<file path="config.mk">
export PLATFORM = sky130hd
export DESIGN_NAME = brt_unit
export DESIGN_NICKNAME = d
export VERILOG_FILES = /design/src/rtl/brt_pkg.sv /design/src/rtl/brt_decode.sv /design/src/rtl/brt_cond.sv /design/src/rtl/brt_target.sv /design/src/rtl/brt_unit.sv
export SDC_FILE = /design/constraint.sdc
export NUM_CORES = 1
export LEC_CHECK = 0
export BUFFER_PORTS_ARGS = -buffer_cell sky130_fd_sc_hd__buf_4
export CORE_UTILIZATION = 53
export DETAILED_ROUTE_END_ITERATION = 6
export MAX_ROUTING_LAYER = met4
export PLACE_DENSITY = 0.83
export SKIP_CTS_REPAIR_TIMING = 1
export SKIP_LAST_GASP = 1
export SLEW_MARGIN = 15
export SYNTH_ARGS = -nofsm -noshare
export SYNTH_HDL_FRONTEND = slang
export SYNTH_SLANG_ARGS = --single-unit
</file>
<file path="constraint.sdc">
create_clock -name clk -period 8.2 [get_ports clk]
set_clock_uncertainty 0.2 [all_clocks]
set_input_delay 1.64 -clock clk [delete_from_list [all_inputs] [get_ports clk]]
set_output_delay 1.64 -clock clk [all_outputs]
set_load 0.01 [all_outputs]
</file>
<file path="src/rtl/brt_pkg.sv">
package brt_pkg;

   localparam logic [5:0] OPC_JUMP  = 6'd18;
   localparam logic [5:0] OPC_CJUMP = 6'd16;
   localparam logic [5:0] OPC_XL    = 6'd19;
   localparam logic [9:0] XO_TO_LR  = 10'd16;
   localparam logic [9:0] XO_TO_CTR = 10'd528;

   // Option field value meaning "ignore bit, keep count": used for direct jumps.
   localparam logic [4:0] OPT_ALWAYS = 5'b10100;

   typedef enum logic [2:0] {
      FORM_NONE,
      FORM_JUMP,
      FORM_CJUMP,
      FORM_TO_LR,
      FORM_TO_CTR
   } br_form_e;

   typedef struct packed {
      br_form_e    form;
      logic [4:0]  opt;
      logic [4:0]  sel;
      logic        abs_addr;
      logic        link;
      logic [25:0] disp;   // byte displacement, sign-extended to 26 bits
   } br_fields_t;

endpackage

</file>
<file path="src/rtl/brt_decode.sv">
module brt_decode
   import brt_pkg::*;
(
   input  logic [31:0] instr,
   output br_fields_t  fld
);

   logic [5:0] opc;
   logic [9:0] xo;

   assign opc = instr[31:26];
   assign xo  = instr[10:1];

   always_comb begin
      fld          = '0;
      fld.form     = FORM_NONE;
      fld.opt      = OPT_ALWAYS;
      fld.sel      = instr[20:16];
      fld.link     = instr[0];
      fld.abs_addr = instr[1];
      unique case (opc)
         OPC_JUMP: begin
            fld.form = FORM_JUMP;
            fld.disp = {instr[25:2], 2'b00};
         end
         OPC_CJUMP: begin
            fld.form = FORM_CJUMP;
            fld.opt  = instr[25:21];
            fld.disp = {{10{instr[15]}}, instr[15:2], 2'b00};
         end
         OPC_XL: begin
            fld.opt      = instr[25:21];
            fld.abs_addr = 1'b0;
            if (xo == XO_TO_LR)       fld.form = FORM_TO_LR;
            else if (xo == XO_TO_CTR) fld.form = FORM_TO_CTR;
            else                      fld.form = FORM_NONE;
         end
         default: fld.form = FORM_NONE;
      endcase
      if (fld.form == FORM_NONE) begin
         fld.link = 1'b0;
         fld.opt  = OPT_ALWAYS;
      end
   end

endmodule

</file>
<file path="src/rtl/brt_cond.sv">
module brt_cond #(
   parameter int CW = 32
) (
   input  logic [4:0]    opt,
   input  logic [4:0]    sel,
   input  logic [31:0]   cond_bits,
   input  logic [CW-1:0] ctr,
   output logic          bit_ok,
   output logic          cnt_ok,
   output logic          do_dec,
   output logic [CW-1:0] ctr_dec
);

   logic       sel_bit;
   logic       dec_zero;
   logic [4:0] idx;

   // sel counts from the most significant condition bit
   assign idx      = 5'd31 - sel;
   assign sel_bit  = cond_bits[idx];
   assign bit_ok   = opt[4] | (sel_bit == opt[3]);

   assign ctr_dec  = ctr - CW'(1);
   assign dec_zero = (ctr_dec == '0);
   assign do_dec   = ~opt[2];
   assign cnt_ok   = opt[2] | (dec_zero == opt[1]);

endmodule

</file>
<file path="src/rtl/brt_target.sv">
module brt_target
   import brt_pkg::*;
#(
   parameter int AW = 32,
   parameter int CW = 32
) (
   input  br_form_e      form,
   input  logic [25:0]   disp,
   input  logic          abs_addr,
   input  logic          taken,
   input  logic [AW-1:0] pc,
   input  logic [AW-1:0] lr,
   input  logic [CW-1:0] ctr,
   output logic [AW-1:0] next_pc,
   output logic [AW-1:0] ret_addr
);

   localparam logic [AW-1:0] WORD_MASK = ~AW'(3);

   logic [AW-1:0] disp_ext;
   logic [AW-1:0] ctr_ext;
   logic [AW-1:0] imm_tgt;
   logic [AW-1:0] tgt;

   generate
      if (AW > 26) begin : g_disp_sx
         assign disp_ext = {{(AW-26){disp[25]}}, disp};
      end else begin : g_disp_eq
         assign disp_ext = disp;
      end
      if (CW >= AW) begin : g_ctr_trunc
         assign ctr_ext = ctr[AW-1:0];
      end else begin : g_ctr_zx
         assign ctr_ext = {{(AW-CW){1'b0}}, ctr};
      end
   endgenerate

   assign ret_addr = pc + AW'(4);
   assign imm_tgt  = abs_addr ? disp_ext : pc + disp_ext;

   always_comb begin
      unique case (form)
         FORM_JUMP, FORM_CJUMP: tgt = imm_tgt;
         FORM_TO_LR:            tgt = lr & WORD_MASK;
         FORM_TO_CTR:           tgt = ctr_ext & WORD_MASK;
         default:               tgt = ret_addr;
      endcase
   end

   assign next_pc = taken ? tgt : ret_addr;

endmodule

</file>
<file path="src/rtl/brt_unit.sv">
module brt_unit
   import brt_pkg::*;
#(
   parameter int AW = 32,
   parameter int CW = 32
) (
   input  logic          clk,
   input  logic          rst_n,
   input  logic          br_valid,
   input  logic [31:0]   br_instr,
   input  logic [AW-1:0] br_pc,
   input  logic [31:0]   cond_bits,
   input  logic          ctr_wr,
   input  logic [CW-1:0] ctr_wdata,
   input  logic          lr_wr,
   input  logic [AW-1:0] lr_wdata,
   output logic          is_branch,
   output logic          taken,
   output logic [AW-1:0] next_pc,
   output logic [CW-1:0] ctr_q,
   output logic [AW-1:0] lr_q
);

   generate
      if (AW < 26 || AW > 64) begin : g_bad_aw
         $error("brt_unit: AW must lie in 26..64");
      end
      if (CW < 2 || CW > 64) begin : g_bad_cw
         $error("brt_unit: CW must lie in 2..64");
      end
   endgenerate

   br_fields_t    fld;
   logic          bit_ok;
   logic          cnt_ok;
   logic          do_dec;
   logic [CW-1:0] ctr_dec;
   logic [AW-1:0] ret_addr;
   logic          accept;

   brt_decode u_dec (
      .instr (br_instr),
      .fld   (fld)
   );

   brt_cond #(.CW(CW)) u_cond (
      .opt       (fld.opt),
      .sel       (fld.sel),
      .cond_bits (cond_bits),
      .ctr       (ctr_q),
      .bit_ok    (bit_ok),
      .cnt_ok    (cnt_ok),
      .do_dec    (do_dec),
      .ctr_dec   (ctr_dec)
   );

   assign is_branch = (fld.form != FORM_NONE);
   assign taken     = is_branch & bit_ok & cnt_ok;
   assign accept    = br_valid & is_branch;

   brt_target #(.AW(AW), .CW(CW)) u_tgt (
      .form     (fld.form),
      .disp     (fld.disp),
      .abs_addr (fld.abs_addr),
      .taken    (taken),
      .pc       (br_pc),
      .lr       (lr_q),
      .ctr      (ctr_q),
      .next_pc  (next_pc),
      .ret_addr (ret_addr)
   );

   always_ff @(posedge clk or negedge rst_n) begin
      if (!rst_n) begin
         ctr_q <= '0;
         lr_q  <= '0;
      end else begin
         if (ctr_wr)                ctr_q <= ctr_wdata;
         else if (accept && do_dec) ctr_q <= ctr_dec;
         if (lr_wr)                 lr_q  <= lr_wdata;
         else if (accept && fld.link) lr_q <= ret_addr;
      end
   end

endmodule

</file>
==> results of run 1 <==
through the flow:
stage | setup slack, ns | cell area (um2) | util [%] | instances
6_report | 0.506 | 10400 | 70.3 | 1489
5_1_grt | 0.315 | 10400 | 70.3 | 1489
4_1_cts | 0.674 | 10400 | 70.3 | 1489
3_5_place_dp | 0.684 | 10100 | 68.3 | 1474
3_3_place_gp | 0.833 | 10100 | 68.3 | 1474
2_1_floorplan | 1.33 | 8160 | - | 1105
sequential cells by signal, summed over array words and instances (netlist names):
name and cells:
lr_q 32, ctr_q 32
cells in the final DEF, fill, tap and decap left out, types with 8 or more instances in the layout:
cell type and count:
or3_1 11, nor3_1 35, inv_1 27, nand4_1 14, xnor2_1 76, a211oi_1 10, a21o_1 10, o21a_1 8
buf_4 270, o21ai_0 96, o22ai_1 9, o31ai_1 8, dfrtp_1 64, mux4_2 11, mux2i_1 28, nor2_1 94
nand3_1 32, nor4_1 13, a31oi_1 16, and3_1 12, xor2_1 25, clkbuf_16 9, o211ai_1 9, a21oi_1 77
a221oi_1 8, mux2_2 9, a22oi_1 13, ha_1 17, nand2_1 144
final cells by class:
cell class / count / share of cell area, %
Inverter: 28 / 1.01
Sequential cell: 64 / 15.4
Multi-Input combinational cell: 928 / 59.0
Clock inverter: 4 / 0.435
Tap cell: 184 / 2.22
Timing Repair Buffer: 270 / 19.6
Clock buffer: 11 / 2.34
power groups by stage:
| stage | Sequential [uW] | Clock, uW | Combinational [uW] |
|---|---|---|---|
| 2_1_floorplan | 392 | 0 | 216 |
| 4_1_cts | 396 | 377 | 415 |
| 3_3_place_gp | 400 | 0 | 409 |
| 3_5_place_dp | 401 | 0 | 413 |
| 6_report | 399 | 377 | 420 |
| 5_1_grt | 402 | 392 | 453 |
logic make-up after synthesis:
kind of cell / count (synthesis) / synth area share, %
adder cells (fa/ha/maj): 24 / 3.59
buffers and inverters: 113 / 5.66
flip-flops: 64 / 19.6
AO/OA/AOI/OAI: 336 / 27.5
XOR/XNOR: 101 / 10.8
multiplexers: 49 / 7.90
AND/OR/NAND/NOR: 418 / 24.9
layer usage:
| metal | vias up | GRT usage [%] |
|---|---|---|
| met3 | 95 | 7.69 |
| met2 | 656 | 65.4 |
| met4 | 0 | 16.6 |
| met5 | - | - |
| li1 | 4475 | - |
| met1 | 4636 | 52.8 |
final timing paths:
path / startpoint / end / slack, ns / cells past startpoint
worst max register to register: ctr_q[0]$_DFFE_PN0P_ / ctr_q[16]$_DFFE_PN0P_ / 5.07 / 8
worst max-delay path: br_instr[29] / next_pc[28] / 0.51 / 16
worst min-delay path: lr_q[1]$_DFFE_PN0P_ / lr_q[1]$_DFFE_PN0P_ / 0.37 / 2
min in group asynchronous: rst_n / lr_q[21]$_DFFE_PN0P_ / 1.21 / 1
max in group asynchronous: rst_n / lr_q[9]$_DFFE_PN0P_ / 6.00 / 1
worst min register to register: lr_q[1]$_DFFE_PN0P_ / lr_q[1]$_DFFE_PN0P_ / 0.37 / 2
worst max-delay path: cells and delay by family:
| family | cells | cell delay (ns) |
|---|---|---|
| simple gates | 6 | 1.93 |
| compound gates | 6 | 1.50 |
| fa+ha+maj | 2 | 0.46 |
| buf+inv | 2 | 0.33 |
==> out/qor.yml, run 1 <==
run_status:
  status: "complete, no violations"
sta:
  slew-limit-headroom_pct: 35.8
  slew_viol_final: 0
  setup_tns_ns: 0
  final-hold-violation-count: 0
  rsz0062_at_grt: "false"
  hold_slack_ns: 0.371
  clock.fmax_ghz: 0.130
  min_period_ns: 7.69
  tightestPinTransition_ns: 0.961
  fin_crit_sh_pct: 93.8
  finalSetupViolations: 0
finish:
  areaGrowthSynthToFinish_pct: 27.1
  nNetsFinal: 1484
  fillers: 1263
  register_area_um2: 1600
  num_antenna_cells: 0
  drive_gt1_share_pct: 25.3
  multi_input_area_um2: 6110
cts:
  numCtsBuffers: 9
  ctsRootBufferMaster: "clkbuf_16"
  clkLatencyLatePin_ns: 0.33
  cts.sinks: 64
  cts_tree: "built"
  htreeDepth: 3
  clockBufferDepth: 2
  path_clk_slew_ns: 0.05
routing:
  wire_per_inst_um: 21.8
  via_count: 9862
  avgViaCountPerCell: 6.62
  top_layer_used: "met4"
  drc_errors: 0
  routed-wl-met3_mm: 3.47
  dr.pass1.iters: 6
  drtIter0Drc: 1138
  drt-total-wl_mm: 32.4
  wl_met2_mm: 14.8
  ant_nets: 0
  wl_met1_mm: 12.8
logic_synthesis:
  synth_edf_count: 0
  synthFlopType: "dfrtp_1"
  syn_inst: 1105
  synth_most_common_cell: "nand2_1"
  synthTopCellsByArea: "dfrtp_1 (20%), xnor2_1 (8.2%), nand2_1 (6.6%), o21ai_0 (5.9%), a21oi_1 (4.7%)"
  seq_area_frac_synth_pct: 19.6
  async_flop_share_pct: 100
  yosysTopAreaCell: "dfrtp_1"
  synth_top_area_share_pct: 19.6
  syn_area_um2: 8160
  ys_seq_elements: 64
  yosys_warnings: 0
  synth_nets: 1288
  netlist-cell-type-count: 86
  synth_commonest_cells: "nand2_1 (144), o21ai_0 (96), nor2_1 (95)"
  syn_area_per_cell_um2: 7.38
grt:
  grt_pass1_wl_mm: 50.4
  track_usage_pct: 41.6
  grt_overflow: 0
  antenna_found_initial: 0
  grt_pass1_vias: 9075
  grt_max_degree: 65
worst_setup_path:
  start_kind: "input port"
  crit_arrival_ns: 5.85
  slowest_delay_ns: 0.64
  worstSetupEndpointType: "output pin"
  crit_chain: "buf_4 -> nor4b_2 -> and3_1 -> ha_1 -> fa_1 -> nand3_1 -> nand3_1 -> a31oi_1 -> nor4b_1 -> o221ai_1 -> o2111ai_1 -> o211ai_1 -> nand4b_1 -> o21ai_0 -> o31ai_1 -> buf_4"
  worstPathMaxFanout: 5
  path_class: "input port to output pin"
  critPathSlowestCell: "nor4b_1"
  cp_data_required_time_ns: 6.36
placement:
  hpwl_mm: 24.7
  io_buffers: 262
  place.gp.congestion: 0.996
power:
  power_leakage_uw: 0.00447
  pwr-share-comb_pct: 35.1
  power_uw: 1200
  intPower_uw: 781
  pwr-share-clk_pct: 31.5
  switching_share_pct: 34.7
  power.density_nw_per_um2: 115
  ir_drop_mv: 0.131
  p_switching_uw: 416
  p_seq_share_pct: 33.3
floorplan:
  die_h_um: 126
  core-area_um2: 14800
  start_util_pct: 55.3
  die_w_um: 126
  die_area_um2: 15900
  row_count: 44
  ios: 263
job:
  maxCapViolations: 0
worst_hold_path:
  hold_class: "flop to flop"
Note: power is estimated with default switching activity, not from simulation.
==> run 2: changes to the inputs <==
==> constraint.sdc (replaced) <==
create_clock -name clk -period 8.2 [get_ports clk]
set_clock_uncertainty 0.2 [all_clocks]
set_input_delay 0.82 -clock clk [delete_from_list [all_inputs] [get_ports clk]]
set_output_delay 0.82 -clock clk [all_outputs]
set_load 0.01 [all_outputs]
==> out/qor.yml, run 2 (synthesis gave the netlist of run 1 again) <==
sta:
  final.setup.worst_slack_ns: 1.95  # +1.44 ns
  clock.fmax_ghz: 0.160  # +23%
  min_period_ns: 6.25  # -1.44 ns
  tightestPinTransition_ns: 0.936  # -0.0247 ns
  setup_tns_ns: 0  # unchanged
  final-hold-violation-count: 0  # unchanged
  hold_slack_ns: 0.379  # +0.00778 ns
  slew_viol_final: 0  # unchanged
  slew-limit-headroom_pct: 37.4  # +1.7 points
  finalSetupViolations: 0  # unchanged
  rsz0062_at_grt: "false"
  fin_crit_sh_pct: 76.3  # -18 points
finish:
  fillers: 1257  # -0.48%
  stdcell_area_um2: 10400  # about the same
  areaGrowthSynthToFinish_pct: 26.9  # about the same
  reg_top3: "ctr_q: 32 flops, lr_q: 32 flops"
  drive_gt1_share_pct: 25.3  # unchanged
  layout_commonest_cell: "buf_4"
  final_cell_mix: "buf_4 (270), nand2_1 (144), o21ai_0 (96)"
  num_antenna_cells: 0  # unchanged
  nNetsFinal: 1484  # unchanged
worst_setup_path:
  path_class: "input port to output pin"
  cp_data_required_time_ns: 7.18  # +0.82 ns
  reg2reg_depth: 8  # unchanged
  worstSetupEndpointType: "output pin"
  rr_startpoint: "ctr_q[1]$_DFFE_PN0P_"
  start_kind: "input port"
  worstPathMaxFanout: 35  # +30
  r2r_slack_ns: 5.16  # +0.09 ns
  crit_arrival_ns: 5.23  # -0.62 ns
  r2r_end: "ctr_q[24]$_DFFE_PN0P_"
cts:
  cts_tree: "built"
  numCtsBuffers: 9  # unchanged
  ctsRootBufferMaster: "clkbuf_16"
  clkLatencyLatePin_ns: 0.34  # about the same
  path_clk_slew_ns: 0.06  # about the same
  cts.sinks: 64  # unchanged
  htreeDepth: 3  # unchanged
  clockBufferDepth: 2  # unchanged
job:
  maxCapViolations: 0  # unchanged
power:
  power_uw: 1190  # -0.65%
  switching_share_pct: 36.1  # +1.4 points
  power.density_nw_per_um2: 115  # -0.57%
  power_leakage_uw: 0.00446  # -0.25%
  ir_drop_mv: 0.114  # -12%
  intPower_uw: 760  # -2.7%
  p_switching_uw: 429  # +3.3%
  pwr-share-clk_pct: 30.6  # -0.9 points
  pwr-share-comb_pct: 35.8  # +0.7 points
  p_seq_share_pct: 33.6  # +0.3 points
grt:
  track_usage_pct: 41.7  # +0.067 points
  grt_pass1_vias: 9304  # +2.5%
  grt_max_degree: 65  # unchanged
  grt_pass1_wl_mm: 50.6  # +0.34%
  grt_overflow: 0  # unchanged
  antenna_found_initial: 0  # unchanged
routing:
  drtIter0Drc: 1320  # +16%
  ant_nets: 0  # unchanged
  via_count: 9921  # +0.60%
  wire_per_inst_um: 22.1  # +1.4%
  avgViaCountPerCell: 6.66  # +0.60%
  dr.pass1.iters: 7  # +1
  drt-total-wl_mm: 32.8  # +1.4%
  drc_errors: 4  # +4
floorplan:
  die_area_um2: 15900  # unchanged
  die_w_um: 126  # unchanged
  row_count: 44  # unchanged
  ios: 263  # unchanged
  core-area_um2: 14800  # unchanged
  die_h_um: 126  # unchanged
  start_util_pct: 55.3  # unchanged
run_status:
  status: "finished, violations left"
  violations: "design-rule violations"
placement:
  hpwl_mm: 25.1  # +1.3%
  dpl_worst_slack_ns: 2.09  # +1.41 ns
  io_buffers: 262  # unchanged
  place.gp.congestion: 1.04  # +4.2%
  postPlaceCellArea_um2: 10100  # about the same
worst_hold_path:
  min_to: "lr_q[1]$_DFFE_PN0P_"
  min-delay-start: "lr_q[1]$_DFFE_PN0P_"
  hold_class: "flop to flop"
  whs_path_depth: 2  # unchanged
[run 2: changes by cell type in the layout (fill, tap and decap cells not counted)]
cell	change
bufinv_16	-1
clkbuf_8	+1
clkinv_2	-1
clkinvlp_4	+1
nor2_2	-1
nor2_4	+1
[run 2: critical path, stage by stage]
cell       delay, ns
buf_4           0.12
or4b_2          0.85
nor2_4          0.78
o21ai_0         0.28
nor4b_1         0.61
o221ai_1        0.35
o2111ai_1       0.18
o211ai_1        0.26
xnor2_1         0.22
a211oi_1        0.41
a21oi_1         0.15
buf_4           0.20
[run 2: layout make-up]
cell class / count / area (um2) / share of cell area (%)
clock buffer: 12 / 256 / 2.48
clock inverter: 3 / 17.5 / 0.169
inverter: 28 / 105 / 1.01
multi-input combinational: 928 / 6120 / 59.1
sequential: 64 / 1600 / 15.5
tap: 184 / 230 / 2.22
timing repair buffer: 270 / 2030 / 19.6
[run 2: worst max path at each step]
stage	startpoint	to	slack (ns)	cells after the start
6_report	br_instr[29]	next_pc[24]	1.95	12
5_1_grt	br_instr[29]	next_pc[28]	1.82	12
4_1_cts	br_instr[29]	next_pc[28]	2.10	12
3_5_place_dp	br_instr[29]	next_pc[28]	2.09	12
3_3_place_gp	br_instr[29]	next_pc[28]	2.26	12
2_1_floorplan	br_instr[29]	next_pc[23]	2.97	14
[run 2: through the flow]
step                util (%)  cells
detailed placement      68.3   1474
finish                  70.2   1489
CTS                     70.2   1489
global placement        68.3   1474
floorplan                  -   1105
global route            70.2   1489
[run 2: per-layer routing]
| metal | track usage (%) | wire length (um) |
|---|---|---|
| met1 | 52.5 | 12900 |
| met2 | 65.2 | 14800 |
| met3 | 7.05 | 3460 |
| met4 | 19.7 | 1720 |
| met5 | - | 0 |
[run 2: power groups by stage]
stage / clock network [uW] / logic [uW] / registers [uW]
2_1_floorplan: 0 / 216 / 392
3_3_place_gp: 0 / 410 / 400
3_5_place_dp: 0 / 416 / 401
4_1_cts: 361 / 419 / 396
5_1_grt: 376 / 455 / 401
6_report: 364 / 425 / 399
